==> config.mk <==
export PLATFORM = sky130hd
export DESIGN_NAME = spi_master_top
export DESIGN_NICKNAME = d
export VERILOG_FILES = /design/src/rtl/spi_master_pkg.sv /design/src/rtl/spi_fifo.sv /design/src/rtl/spi_shifter.sv /design/src/rtl/spi_master_top.sv
export SDC_FILE = /design/constraint.sdc
export NUM_CORES = 1
export LEC_CHECK = 0
export ABC_AREA = 1
export BUFFER_PORTS_ARGS = -buffer_cell sky130_fd_sc_hd__buf_4
export CAP_MARGIN = 5
export CORE_MARGIN = 3
export CORE_UTILIZATION = 50
export DETAILED_ROUTE_END_ITERATION = 10
export GPL_ROUTABILITY_DRIVEN = 1
export PLACE_DENSITY = 0.65
export SYNTH_ARGS = -nofsm -noshare
export SYNTH_HDL_FRONTEND = slang
export SYNTH_SLANG_ARGS = --single-unit
==> constraint.sdc <==
create_clock -name clk_i -period 4.42 [get_ports clk_i]
set_input_delay 0.442 -clock clk_i [delete_from_list [all_inputs] [get_ports clk_i]]
set_output_delay 0.442 -clock clk_i [all_outputs]
set_load 0.05 [all_outputs]
==> src/rtl/spi_master_pkg.sv <==
`timescale 1ns/1ps
package spi_master_pkg;
  localparam logic [2:0] ADR_EN   = 3'd0;
  localparam logic [2:0] ADR_CTRL = 3'd1;
  localparam logic [2:0] ADR_BAUD = 3'd2;
  localparam logic [2:0] ADR_MASK = 3'd3;
  localparam logic [2:0] ADR_SSEL = 3'd4;
  localparam logic [2:0] ADR_STAT = 3'd5;
  localparam logic [2:0] ADR_DATA = 3'd6;

  localparam int CTRL_W = 10;
  localparam logic [CTRL_W-1:0] CTRL_RST = 10'h007;

  typedef enum logic [1:0] {
    XM_TXRX = 2'd0,
    XM_TXO  = 2'd1,
    XM_RXO  = 2'd2,
    XM_EEP  = 2'd3
  } xfer_mode_e;
endpackage

==> src/rtl/spi_fifo.sv <==
`timescale 1ns/1ps
module spi_fifo #(
  parameter int W     = 16,
  parameter int DEPTH = 8
) (
  input  logic         clk_i,
  input  logic         rst_ni,
  input  logic         flush_i,
  input  logic         push_i,
  input  logic [W-1:0] din_i,
  input  logic         pop_i,
  output logic [W-1:0] dout_o,
  output logic         full_o,
  output logic         empty_o
);
  localparam int AW = (DEPTH > 1) ? $clog2(DEPTH) : 1;
  localparam int CW = $clog2(DEPTH + 1);
  localparam logic [AW-1:0] LAST = AW'(DEPTH - 1);

  logic [W-1:0]  mem_q [DEPTH];
  logic [AW-1:0] wp_q, rp_q;
  logic [CW-1:0] cnt_q;

  function automatic logic [AW-1:0] nxt(input logic [AW-1:0] p);
    return (p == LAST) ? '0 : p + AW'(1);
  endfunction

  assign full_o  = (cnt_q == CW'(DEPTH));
  assign empty_o = (cnt_q == '0);
  assign dout_o  = mem_q[rp_q];

  always_ff @(posedge clk_i or negedge rst_ni) begin
    if (!rst_ni) begin
      wp_q  <= '0;
      rp_q  <= '0;
      cnt_q <= '0;
    end else if (flush_i) begin
      wp_q  <= '0;
      rp_q  <= '0;
      cnt_q <= '0;
    end else begin
      if (push_i) wp_q <= nxt(wp_q);
      if (pop_i)  rp_q <= nxt(rp_q);
      if (push_i && !pop_i)      cnt_q <= cnt_q + CW'(1);
      else if (pop_i && !push_i) cnt_q <= cnt_q - CW'(1);
    end
  end

  always_ff @(posedge clk_i) begin
    if (push_i && !flush_i) mem_q[wp_q] <= din_i;
  end

  assert_no_overflow_R6: assert property (@(posedge clk_i) disable iff (!rst_ni)
    push_i |-> (!full_o || pop_i));
  assert_no_underflow_R10: assert property (@(posedge clk_i) disable iff (!rst_ni)
    pop_i |-> !empty_o);
endmodule

==> src/rtl/spi_shifter.sv <==
`timescale 1ns/1ps
module spi_shifter import spi_master_pkg::*; #(
  parameter int FW   = 16,
  parameter int DIVW = 16
) (
  input  logic                    clk_i,
  input  logic                    rst_ni,
  input  logic                    en_i,
  input  logic                    cpol_i,
  input  logic                    cpha_i,
  input  logic [$clog2(FW)-1:0]   dfs_i,
  input  logic [DIVW-1:0]         half_i,
  input  xfer_mode_e              mode_i,
  input  logic                    tx_valid_i,
  input  logic [FW-1:0]           tx_data_i,
  output logic                    tx_pop_o,
  output logic                    rx_push_o,
  output logic [FW-1:0]           rx_data_o,
  input  logic                    miso_i,
  output logic                    sclk_o,
  output logic                    mosi_o,
  output logic                    active_o
);
  localparam int EW = $clog2(2 * FW + 1);

  logic            active_q, sclk_q;
  logic [DIVW-1:0] cnt_q;
  logic [EW-1:0]   edge_q, last_e;
  logic [FW-1:0]   tx_sh_q, rx_sh_q;
  logic            tick, done, load, sample, change, go_ok;

  // edges 0..2n-1 toggle sclk, edge 2n is a quiet half period ending the frame
  assign last_e = (EW'(dfs_i) << 1) + EW'(2);
  assign go_ok  = (half_i != '0);
  assign tick   = active_q && (cnt_q == half_i - DIVW'(1));
  assign done   = tick && (edge_q == last_e);
  assign load   = en_i && go_ok && tx_valid_i && (!active_q || done);
  assign sample = tick && (edge_q != last_e) && (edge_q[0] == cpha_i);
  assign change = tick && (cpha_i ? (!edge_q[0] && edge_q != '0 && edge_q != last_e)
                                  : (edge_q[0] && edge_q != last_e - EW'(1)));

  always_ff @(posedge clk_i or negedge rst_ni) begin
    if (!rst_ni) begin
      active_q <= 1'b0;
      sclk_q   <= 1'b0;
      cnt_q    <= '0;
      edge_q   <= '0;
      tx_sh_q  <= '0;
      rx_sh_q  <= '0;
    end else if (!en_i) begin
      active_q <= 1'b0;
      sclk_q   <= cpol_i;
      cnt_q    <= '0;
      edge_q   <= '0;
    end else if (load) begin
      active_q <= 1'b1;
      cnt_q    <= '0;
      edge_q   <= '0;
      tx_sh_q  <= (mode_i == XM_RXO) ? '0 : tx_data_i;
      rx_sh_q  <= '0;
    end else if (done) begin
      active_q <= 1'b0;
    end else if (active_q) begin
      if (tick) begin
        cnt_q  <= '0;
        edge_q <= edge_q + EW'(1);
        sclk_q <= ~sclk_q;
        if (sample) rx_sh_q <= {rx_sh_q[FW-2:0], miso_i};
        if (change) tx_sh_q <= tx_sh_q << 1;
      end else begin
        cnt_q <= cnt_q + DIVW'(1);
      end
    end else begin
      sclk_q <= cpol_i;
    end
  end

  assign tx_pop_o  = load;
  assign rx_push_o = done && (mode_i != XM_TXO);
  assign rx_data_o = rx_sh_q;
  assign mosi_o    = tx_sh_q[dfs_i];
  assign sclk_o    = sclk_q;
  assign active_o  = active_q;

  assert_idle_level_R4: assert property (@(posedge clk_i) disable iff (!rst_ni)
    (!active_q && $past(!active_q) && $stable(cpol_i)) |-> (sclk_q == cpol_i));
  assert_edge_bound_R3: assert property (@(posedge clk_i) disable iff (!rst_ni)
    active_q |-> (edge_q <= last_e));
  assert_no_div_hold_R5: assert property (@(posedge clk_i) disable iff (!rst_ni)
    (half_i == '0 && !active_q) |=> !active_q);
endmodule

==> src/rtl/spi_master_top.sv <==
`timescale 1ns/1ps
module spi_master_top import spi_master_pkg::*; #(
  parameter int NCS      = 4,
  parameter int TX_DEPTH = 8,
  parameter int RX_DEPTH = 8,
  parameter int FW       = 16,
  parameter int DIVW     = 16,
  parameter int RW       = 32
) (
  input  logic           clk_i,
  input  logic           rst_ni,
  input  logic           reg_we_i,
  input  logic           reg_re_i,
  input  logic [2:0]     reg_addr_i,
  input  logic [RW-1:0]  reg_wdata_i,
  output logic [RW-1:0]  reg_rdata_o,
  output logic           sclk_o,
  output logic           mosi_o,
  input  logic           miso_i,
  output logic [NCS-1:0] cs_no,
  output logic           irq_o
);
  localparam int DFSW = $clog2(FW);
  localparam int MW   = 4;

  logic              en_q, tx_err_q;
  logic [CTRL_W-1:0] ctrl_q;
  logic [DIVW-1:0]   baud_q, half;
  logic [MW-1:0]     mask_q;
  logic [NCS-1:0]    ssel_q;

  logic wr_en, wr_ctrl, wr_baud, wr_mask, wr_ssel, wr_data, rd_data;
  logic tx_push, tx_pop, tx_full, tx_empty;
  logic rx_push, rx_pop, rx_full, rx_empty;
  logic sh_rx_push, active, busy;
  logic [FW-1:0] tx_dout, rx_dout, sh_rx_data;
  logic [6:0]    status;
  xfer_mode_e    mode;
  logic          unused_wdata;

  assign unused_wdata = ^reg_wdata_i[RW-1:FW];

  assign wr_en   = reg_we_i && (reg_addr_i == ADR_EN);
  assign wr_ctrl = reg_we_i && (reg_addr_i == ADR_CTRL) && !en_q;
  assign wr_baud = reg_we_i && (reg_addr_i == ADR_BAUD) && !en_q;
  assign wr_mask = reg_we_i && (reg_addr_i == ADR_MASK);
  assign wr_ssel = reg_we_i && (reg_addr_i == ADR_SSEL);
  assign wr_data = reg_we_i && (reg_addr_i == ADR_DATA);
  assign rd_data = reg_re_i && (reg_addr_i == ADR_DATA);

  always_ff @(posedge clk_i or negedge rst_ni) begin
    if (!rst_ni) begin
      en_q     <= 1'b0;
      ctrl_q   <= CTRL_RST;
      baud_q   <= '0;
      mask_q   <= '0;
      ssel_q   <= '0;
      tx_err_q <= 1'b0;
    end else begin
      if (wr_en)   en_q   <= reg_wdata_i[0];
      if (wr_ctrl) ctrl_q <= reg_wdata_i[CTRL_W-1:0];
      if (wr_baud) baud_q <= reg_wdata_i[DIVW-1:0];
      if (wr_mask) mask_q <= reg_wdata_i[MW-1:0];
      if (wr_ssel) ssel_q <= reg_wdata_i[NCS-1:0];
      if (!en_q)                         tx_err_q <= 1'b0;
      else if (wr_data && tx_full)       tx_err_q <= 1'b1;
    end
  end

  assign mode    = xfer_mode_e'(ctrl_q[9:8]);
  assign half    = {1'b0, baud_q[DIVW-1:1]};
  assign tx_push = wr_data && en_q && !tx_full;
  assign rx_push = sh_rx_push && !rx_full;
  assign rx_pop  = rd_data && !rx_empty;

  spi_fifo #(.W(FW), .DEPTH(TX_DEPTH)) u_txf (
    .clk_i, .rst_ni, .flush_i(!en_q),
    .push_i(tx_push), .din_i(reg_wdata_i[FW-1:0]),
    .pop_i(tx_pop), .dout_o(tx_dout), .full_o(tx_full), .empty_o(tx_empty));

  spi_fifo #(.W(FW), .DEPTH(RX_DEPTH)) u_rxf (
    .clk_i, .rst_ni, .flush_i(!en_q),
    .push_i(rx_push), .din_i(sh_rx_data),
    .pop_i(rx_pop), .dout_o(rx_dout), .full_o(rx_full), .empty_o(rx_empty));

  spi_shifter #(.FW(FW), .DIVW(DIVW)) u_sh (
    .clk_i, .rst_ni, .en_i(en_q),
    .cpol_i(ctrl_q[7]), .cpha_i(ctrl_q[6]), .dfs_i(ctrl_q[DFSW-1:0]),
    .half_i(half), .mode_i(mode),
    .tx_valid_i(!tx_empty), .tx_data_i(tx_dout), .tx_pop_o(tx_pop),
    .rx_push_o(sh_rx_push), .rx_data_o(sh_rx_data),
    .miso_i, .sclk_o, .mosi_o, .active_o(active));

  assign busy   = active || !tx_empty;
  assign status = {1'b0, tx_err_q, rx_full, !rx_empty, tx_empty, !tx_full, busy};

  for (genvar i = 0; i < NCS; i++) begin : g_cs
    assign cs_no[i] = !(ssel_q[i] && active);
  end

  assign irq_o = |(mask_q & {tx_err_q, rx_full, !rx_empty, tx_empty});

  always_comb begin
    reg_rdata_o = '0;
    case (reg_addr_i)
      ADR_EN:   reg_rdata_o[0]          = en_q;
      ADR_CTRL: reg_rdata_o[CTRL_W-1:0] = ctrl_q;
      ADR_BAUD: reg_rdata_o[DIVW-1:0]   = baud_q;
      ADR_MASK: reg_rdata_o[MW-1:0]     = mask_q;
      ADR_SSEL: reg_rdata_o[NCS-1:0]    = ssel_q;
      ADR_STAT: reg_rdata_o[6:0]        = status;
      ADR_DATA: reg_rdata_o[FW-1:0]     = rx_empty ? '0 : rx_dout;
      default:  reg_rdata_o             = '0;
    endcase
  end

  assert_cfg_locked_R2: assert property (@(posedge clk_i) disable iff (!rst_ni)
    (en_q && $past(en_q)) |-> ($stable(ctrl_q) && $stable(baud_q)));
  assert_err_cause_R6: assert property (@(posedge clk_i) disable iff (!rst_ni)
    $rose(tx_err_q) |-> $past(wr_data && tx_full));
  assert_txo_no_rx_R7: assert property (@(posedge clk_i) disable iff (!rst_ni)
    (mode == XM_TXO) |-> !sh_rx_push);
  assert_cs_off_R8: assert property (@(posedge clk_i) disable iff (!rst_ni)
    !en_q |-> (&cs_no));
endmodule

### Yosys cells after proc, flatten, opt, wreduce, memory -nomap -nowiden

Memory sizes are Yosys's and may differ from the RTL's.
Cells that the tools add are included.

* register bits after elaboration: 112
* latch bits: 0
* RAM bits: 256
* bits in read-only memories: 0
* bits of input ports: 40
* output and inout port bits: 39
* word-level logic and storage cells: 200
* memories: 2

* add/sub/neg operators: 13
* multipliers: 0
* divide/modulo/power cells: 0
* magnitude comparators: 1
* eq/ne operators: 34
* shifts and indexed selects: 0
* mux-type cells: 62
* bitwise logic cells: 2
* reductions and logical operators: 68

Memory list
* u_rxf.mem_q: depth 8, bits a word 16, rd ports 1, clocked after Yosys merged registers in 0, wr ports 1, RTL line spi_fifo.sv:20 `logic [W-1:0] mem_q [DEPTH];`
* u_txf.mem_q: depth 8, bits a word 16, rd ports 1, clocked after Yosys merged registers in 0, wr ports 1, RTL line spi_fifo.sv:20

Operators by type and width (number)
* $mux W16: 17
* $logic_and A1 B1 Y1: 36
* $mux W3: 12
* $mux W6: 5
* $mux W4: 6
* $eq A3 B3 Y1 const B: 7
* $pmux W3 S6: 1
* $add A16 B1 Y16 const B: 1
* $eq A16 B16 Y1: 1
* $mux W1: 16
* $reduce_bool A16 Y1: 1
* $sub A15 B1 Y16 const B: 1
* $logic_not A1 Y1: 15
* $ne A3 B1 Y1 const B: 5
* $add A3 B1 Y3 const B: 4
* $ne A2 B1 Y1 const B: 6
* $ne A6 B6 Y1: 2
* $pmux W3 S4: 1
* $pmux W6 S2: 1
* $reduce_and A5 Y1: 2
* $pmux W3 S3: 1
* $add A4 B1 Y4 const B: 2
* $eq A4 B4 Y1 const B: 2
* $logic_not A4 Y1: 2
* other kinds (23): 33

### Logic depth before layout (Yosys ltp)

* depth in word-level cells: 11
* gate-level depth with buffers: 25

### By module

From an unflattened synthesis, not the netlist that was laid out.

* cell total of the unflattened synthesis: 1973
* area, all modules: 18126.1 um^2

By module, submodules not included
* spi_fifo at u_rxf: times used 1, cells an instance 516, area an instance 5823.1 um^2, seq. area each 4093.9 um^2
* spi_fifo at u_txf: times used 1, cells an instance 516, area an instance 5809.3 um^2, seq. area each 4093.9 um^2
* spi_shifter: times used 1, cells an instance 646, area an instance 4315.4 um^2, seq. area each 1401.3 um^2
* spi_master_top: times used 1, cells an instance 295, area an instance 2178.3 um^2, seq. area each 904.6 um^2

### Least setup slack after synthesis

No wires, ideal clock.

* kind: register to register
* from: register baud_q[1]
* to: memory u_rxf.mem_q[4][0] (enable)
* arrival: 3.046 ns
* required time: 4.011 ns
* setup slack: 0.965 ns
* stages on the path, launching flop included: 18
* period minus slack after synthesis: 3.455 ns
* path through: dfrtp_1 -> inv_1 -> ha_1 -> nand2_1 -> inv_1 -> nor2_1 -> nand2_1 -> nor2_1 -> nand2_1 -> inv_1 -> nand2_1 -> nor2_2 -> nand3_2 -> nor2_1 -> nand4_1 -> inv_1 -> nand2_1 -> nor3_1

* longest elaborated chain between the ends: 9

Ends and longest elaborated chain
* start, declared: RTL line spi_master_top.sv:28 `logic [DIVW-1:0] baud_q, half;`
* start signal, assigned: RTL line spi_master_top.sv:62 `if (wr_baud) baud_q <= reg_wdata_i[DIVW-1:0];`
* $sub A15 B1 Y16: RTL line spi_shifter.sv:35 `assign tick = active_q && (cnt_q == half_i - DIVW'(1));`
* $eq A16 B16 Y1: RTL line spi_shifter.sv:35
* $logic_and A1 B1 Y1: RTL line spi_shifter.sv:35
* $logic_and A1 B1 Y1: RTL line spi_shifter.sv:36 `assign done = tick && (edge_q == last_e);`
* $logic_and A1 B1 Y1: RTL line spi_shifter.sv:79 `assign rx_push_o = done && (mode_i != XM_TXO);`
* $logic_and A1 B1 Y1: RTL line spi_master_top.sv:73 `assign rx_push = sh_rx_push && !rx_full;`
* $logic_and A1 B1 Y1: RTL line spi_fifo.sv:50 `if (push_i && !flush_i) mem_q[wp_q] <= din_i;`
* $mux W1: RTL line spi_fifo.sv:50
* $mux W1 (implied by the code): RTL line spi_fifo.sv:50
* end, declared: RTL line spi_fifo.sv:20

Every way passes these cells.

### Final worst setup path

* from: register u_rxf.rp_q[0]
* to: output port reg_rdata_o[1]

* longest elaborated chain between the ends: 3

Ends and longest elaborated chain
* start, declared: RTL line spi_fifo.sv:21 `logic [AW-1:0] wp_q, rp_q;`
* start signal, assigned: RTL line spi_fifo.sv:43 `if (pop_i) rp_q <= nxt(rp_q);`
* $mem_v2 Z8 W16
* $mux W16: RTL line spi_master_top.sv:112 `ADR_DATA: reg_rdata_o[FW-1:0] = rx_empty ? '0 : rx_dout;`
* $pmux W3 S6: RTL line spi_master_top.sv:105 `case (reg_addr_i)`
* end, declared: RTL line spi_master_top.sv:16 `output logic [RW-1:0] reg_rdata_o,`

Every way passes these cells.

==> tab_implementation.tex <==
\begin{tabular}{lr}
\hline
Metric & Value \\
\hline
\multicolumn{2}{l}{\textbf{Yosys}} \\
\quad Number of synthesized flops with an enable pin & 256 \\
\quad Synthesized cell area & 16860 sq um \\
\quad Proportion of synthesized area in mux cells & 0.06680\% \\
\quad Share of the synthesized area in the top cell type & 45.60\% \\
\quad Distinct cells, synth & 47 \\
\quad Number of warnings printed during yosys synthesis & 0 \\
\quad Adder-cell share of the synthesized area & 1.499\% \\
\quad Post-synthesis register bit count & 368 \\
\quad Per-instance average area after synthesis & 9.958 sq um \\
\quad Most frequent cells after synthesis & 332 x sky130\_fd\_sc\_hd\_\_nand2\_1, 258 x sky130\_fd\_sc\_hd\_\_nor2\_1, 256 x sky130\_fd\_sc\_hd\_\_edfxtp\_1 \\
\quad Post-synth top flop & sky130\_fd\_sc\_hd\_\_edfxtp\_1 \\
\quad Post-synthesis cell count & 1693 \\
\quad Dominant combinational cell family by area after synthesis & simple AND/OR/NAND/NOR gates \\
\quad Most used standard cell by instance count after synthesis & sky130\_fd\_sc\_hd\_\_nand2\_1 \\
\quad Synthesized-area fraction occupied by ao, oa, aoi and oai cells & 11.98\% \\
\quad Top cell type by total area after synthesis & sky130\_fd\_sc\_hd\_\_edfxtp\_1 \\
\quad Fraction of the mapped netlist area in simple logic gates & 16.96\% \\
\quad Top cells by area in the synthesized netlist & sky130\_fd\_sc\_hd\_\_edfxtp\_1 46\%, sky130\_fd\_sc\_hd\_\_dfrtp\_1 16\%, sky130\_fd\_sc\_hd\_\_nand2\_1 7.4\%, sky130\_fd\_sc\_hd\_\_o21ai\_0 6.3\%, sky130\_fd\_sc\_hd\_\_nor2\_1 5.7\% \\
\quad Async SR Flop Fraction & 30.43\% \\
\quad Post-synthesis sequential area ratio & 62.25\% \\
\quad Parity-gate share of the synthesized area counting xor and xnor cells & 1.818\% \\
\multicolumn{2}{l}{\textbf{Finish}} \\
\quad Net total in the final layout & 1796 \\
\quad Layout cells sized above 1 & 10.07\% \\
\quad Post-layout instance area & 18950 sq um \\
\quad Signed area change from the synthesized netlist to the final layout & 12.42\% \\
\quad Antenna Cells & 0 \\
\multicolumn{2}{l}{\textbf{Detailed routing}} \\
\quad Router iterations before antenna repair & 7 \\
\quad DRC violation count after routing & 0 \\
\quad Via count & 12290 \\
\quad Vias per cell & 5.562 \\
\quad WL final & 42.77 mm \\
\quad Remaining number of nets flagged by the antenna check after routing & 0 \\
\quad First-iteration detailed-routing DRC count & 1042 \\
\quad Average wire per cell in the routed design & 19.35 um \\
\multicolumn{2}{l}{\textbf{STA}} \\
\quad Unrepaired setup endpoints after global routing & false \\
\quad Setup violators final & 0 \\
\quad Worst-case clock skew & 0.03093 ns \\
\quad Hold Worst Slack & -0.03622 ns \\
\quad Final max-slew violation count & 0 \\
\quad Fmax & 243.6 MHz \\
\quad Minimum clock period & 4.106 ns \\
\quad Pin slew with the least headroom to its limit & 1.078 ns \\
\quad Rel. slew slack & 28.03\% \\
\quad Share of the clock period used by the worst path & 92.89\% \\
\quad Fin Setup TNS & 0 ns \\
\quad Count of endpoints failing hold in the final timing report & 1 \\
\multicolumn{2}{l}{\textbf{Place}} \\
\quad Buffers added on ports & 46 \\
\quad Placed standard-cell area & 17680 sq um \\
\quad Post-DP HPWL & 27.59 mm \\
\quad Placer congestion estimate & 0.9204 \\
\multicolumn{2}{l}{\textbf{Run status}} \\
\quad Result of the run & finished, violations left \\
\quad Violations in the final reports & negative hold slack \\
\multicolumn{2}{l}{\textbf{Power and ir drop}} \\
\quad PD cells & 490.5 nW/um\^{}2 \\
\quad Reported leakage power & 7.434 nW \\
\quad Worst ir drop on vdd & 0.3484 mV \\
\multicolumn{2}{l}{\textbf{Clock network}} \\
\quad Hold-fix buffer count after cts & 0 \\
\quad Number of buffers created by CTS & 39 \\
\quad Total number of clock tree sinks & 368 \\
\quad Htree depth & 2 \\
\quad Library cell used as clock root buffer & sky130\_fd\_sc\_hd\_\_clkbuf\_16 \\
\quad Insertion delay to the later sink of the worst-skew pair & 0.55 ns \\
\quad Clock edge transition at the registers on the reported setup and hold paths & 0.06 ns \\
\quad Clock tree from TritonCTS & built \\
\quad Post-cts sizing count & 0 \\
\quad Setup fix buffers added after clock tree synthesis & 0 \\
\quad Number of buffers on the longest clock path & 3 \\
\multicolumn{2}{l}{\textbf{Global routing}} \\
\quad Pin count of the biggest net entering global routing & 68 \\
\quad Wire length of the first global-routing pass & 67.25 mm \\
\quad Grt total ovfl & 0 \\
\quad Via count of the first global-routing pass & 11820 \\
\quad GR Util All Layers & 23.98\% \\
\quad Number of antenna violations at the first check in global routing & 0 \\
\multicolumn{2}{l}{\textbf{Worst hold path}} \\
\quad Path class of the lowest-slack min-delay path & input port to async pin \\
\multicolumn{2}{l}{\textbf{Worst setup path}} \\
\quad Crit Path Max Fanout & 26 \\
\quad Data required time at the worst endpoint & 3.98 ns \\
\quad Critical Path Sink Type & output pin \\
\quad Worst Setup Path Type & register to output pin \\
\quad Worst path slowest cell & sky130\_fd\_sc\_hd\_\_clkinv\_1 \\
\quad Worst setup SP type & register \\
\quad Largest incremental delay on the critical path & 0.63 ns \\
\quad Arrival time of data at the critical path endpoint & 3.66 ns \\
\quad Sequence of cells on the critical path & clkinv\_1, o21ai\_0, o22ai\_1, o211ai\_1, o21ai\_0, a221oi\_1, o221ai\_1, buf\_4 \\
\quad Cell mode on critical path & sky130\_fd\_sc\_hd\_\_o21ai\_0 \\
\multicolumn{2}{l}{\textbf{Floorplan}} \\
\quad Count of standard-cell rows & 66 \\
\quad Number of top-level pins & 79 \\
\quad Die height & 189.6 um \\
\quad Die footprint & 35960 sq um \\
\quad Floorplan core area & 32870 sq um \\
\quad Chip width & 189.6 um \\
\quad Effective utilization at floorplan & 51.29\% \\
\multicolumn{2}{l}{\textbf{Run}} \\
\quad Max-capacitance violation count & 0 \\
\hline
\end{tabular}
## flip-flops by register name, indices dropped and copies added, names as in the netlist, 6 cells and up
name	cells
ctrl_q	10
baud_q	16
u_sh.tx_sh_q	16
u_sh.edge_q	6
u_txf.mem_q	128
u_sh.cnt_q	16
u_sh.rx_data_o	16
u_rxf.mem_q	128
## worst paths after layout
path | slack, ns | startpoint | end | depth (start not counted)
hold reg to reg | 0.48 | u_sh.tx_sh_q[3] | u_sh.tx_sh_q[3] | 2
max in group asynchronous | 3.30 | rst_ni | baud_q[11] | 2
setup / recovery | 0.31 | u_rxf.rp_q[0] | reg_rdata_o[1] | 8
min in group clk_i | 0.14 | reg_wdata_i[8] | u_txf.mem_q[0][8] | 1
setup reg to reg | 0.74 | baud_q[1] | u_txf.cnt_q[3] | 18
hold / removal | -0.04 | rst_ni | u_sh.rx_data_o[13] | 1
## layer usage
metal  GRT usage [%]  share of wire (%)  vias up
met1           33.96                 44     5924
met4           7.848                3.0        0
met5               0                  0        -
met2           37.82                 46      404
met3           4.422                7.4       81
li1                -                  -     5884
## cell usage in the layout, fill, tap and decap left out, types with 3 or more instances in the layout
cell                        instances
sky130_fd_sc_hd__nand2_1          332
sky130_fd_sc_hd__nor2_1           258
sky130_fd_sc_hd__edfxtp_1         256
sky130_fd_sc_hd__o21ai_0          213
sky130_fd_sc_hd__inv_1            113
sky130_fd_sc_hd__dfrtp_1          107
sky130_fd_sc_hd__buf_4             81
sky130_fd_sc_hd__nand3_1           53
sky130_fd_sc_hd__clkbuf_16         40
sky130_fd_sc_hd__o22ai_1           30
sky130_fd_sc_hd__o221ai_1          27
sky130_fd_sc_hd__xor2_1            25
sky130_fd_sc_hd__a21oi_1           23
sky130_fd_sc_hd__o21ai_1           19
sky130_fd_sc_hd__ha_1              17
sky130_fd_sc_hd__conb_1            16
sky130_fd_sc_hd__nor3_1            14
sky130_fd_sc_hd__nor3_2            13
sky130_fd_sc_hd__clkbuf_1          13
sky130_fd_sc_hd__o211ai_1          12
sky130_fd_sc_hd__a31oi_1           12
sky130_fd_sc_hd__xnor2_1           10
sky130_fd_sc_hd__clkinv_1           9
sky130_fd_sc_hd__nand4_1            9
sky130_fd_sc_hd__nor4_1             4
sky130_fd_sc_hd__o2111ai_1          4
sky130_fd_sc_hd__inv_2              4
sky130_fd_sc_hd__nand2_2            4
sky130_fd_sc_hd__nor2_2             4
sky130_fd_sc_hd__nor2_4             4
sky130_fd_sc_hd__nand3b_1           4
sky130_fd_sc_hd__clkinv_2           4
sky130_fd_sc_hd__a221oi_1           3
sky130_fd_sc_hd__o21ai_2            3
sky130_fd_sc_hd__bufinv_16          3
sky130_fd_sc_hd__dfstp_2            3
## report_power, final
group | internal, mW | switching, mW
logic | 0.575 | 1.35
registers | 3.90 | 0.237
clock network | 1.88 | 1.35
total | 6.35 | 2.94
## worst max-delay path: cells and delay by family (launching register included)
family | cells | cell delay, ns
buf+inv | 2 | 0.88
flops | 1 | 0.53
compound gates | 6 | 1.71
## metrics by stage
stage / utilization, % / std cells / power (mW) / setup WS [ns]
after detailed placement: 53.78 / 2138 / 6.114 / 0.8173
after CTS: 57.66 / 2210 / 9.333 / 0.4593
after global placement: 53.78 / 2138 / 6.082 / 0.9063
final: 57.66 / 2210 / 9.295 / 0.3145
after floorplan: - / 1708 / 5.550 / 0.9647
after global routing: 57.66 / 2210 / 9.766 / 0.1964
## final cells by class
cell class,count,area [sq um]
clock buffer,54,1064
clock inverter,18,211.5
fill,2829,13910
inverter,120,450.4
multi-input combinational,1127,5569
sequential,368,10500
tap,442,553.0
timing repair buffer,81,608.1
## cell families after synthesis
group           count (synthesis)
compound gates                353
xor+xnor                       35
fa+ha+maj                      19
buf+inv                       213
flops                         368
mux                             1
other cells                     1
simple gates                  703
Note: power is estimated with default switching activity, not from simulation.
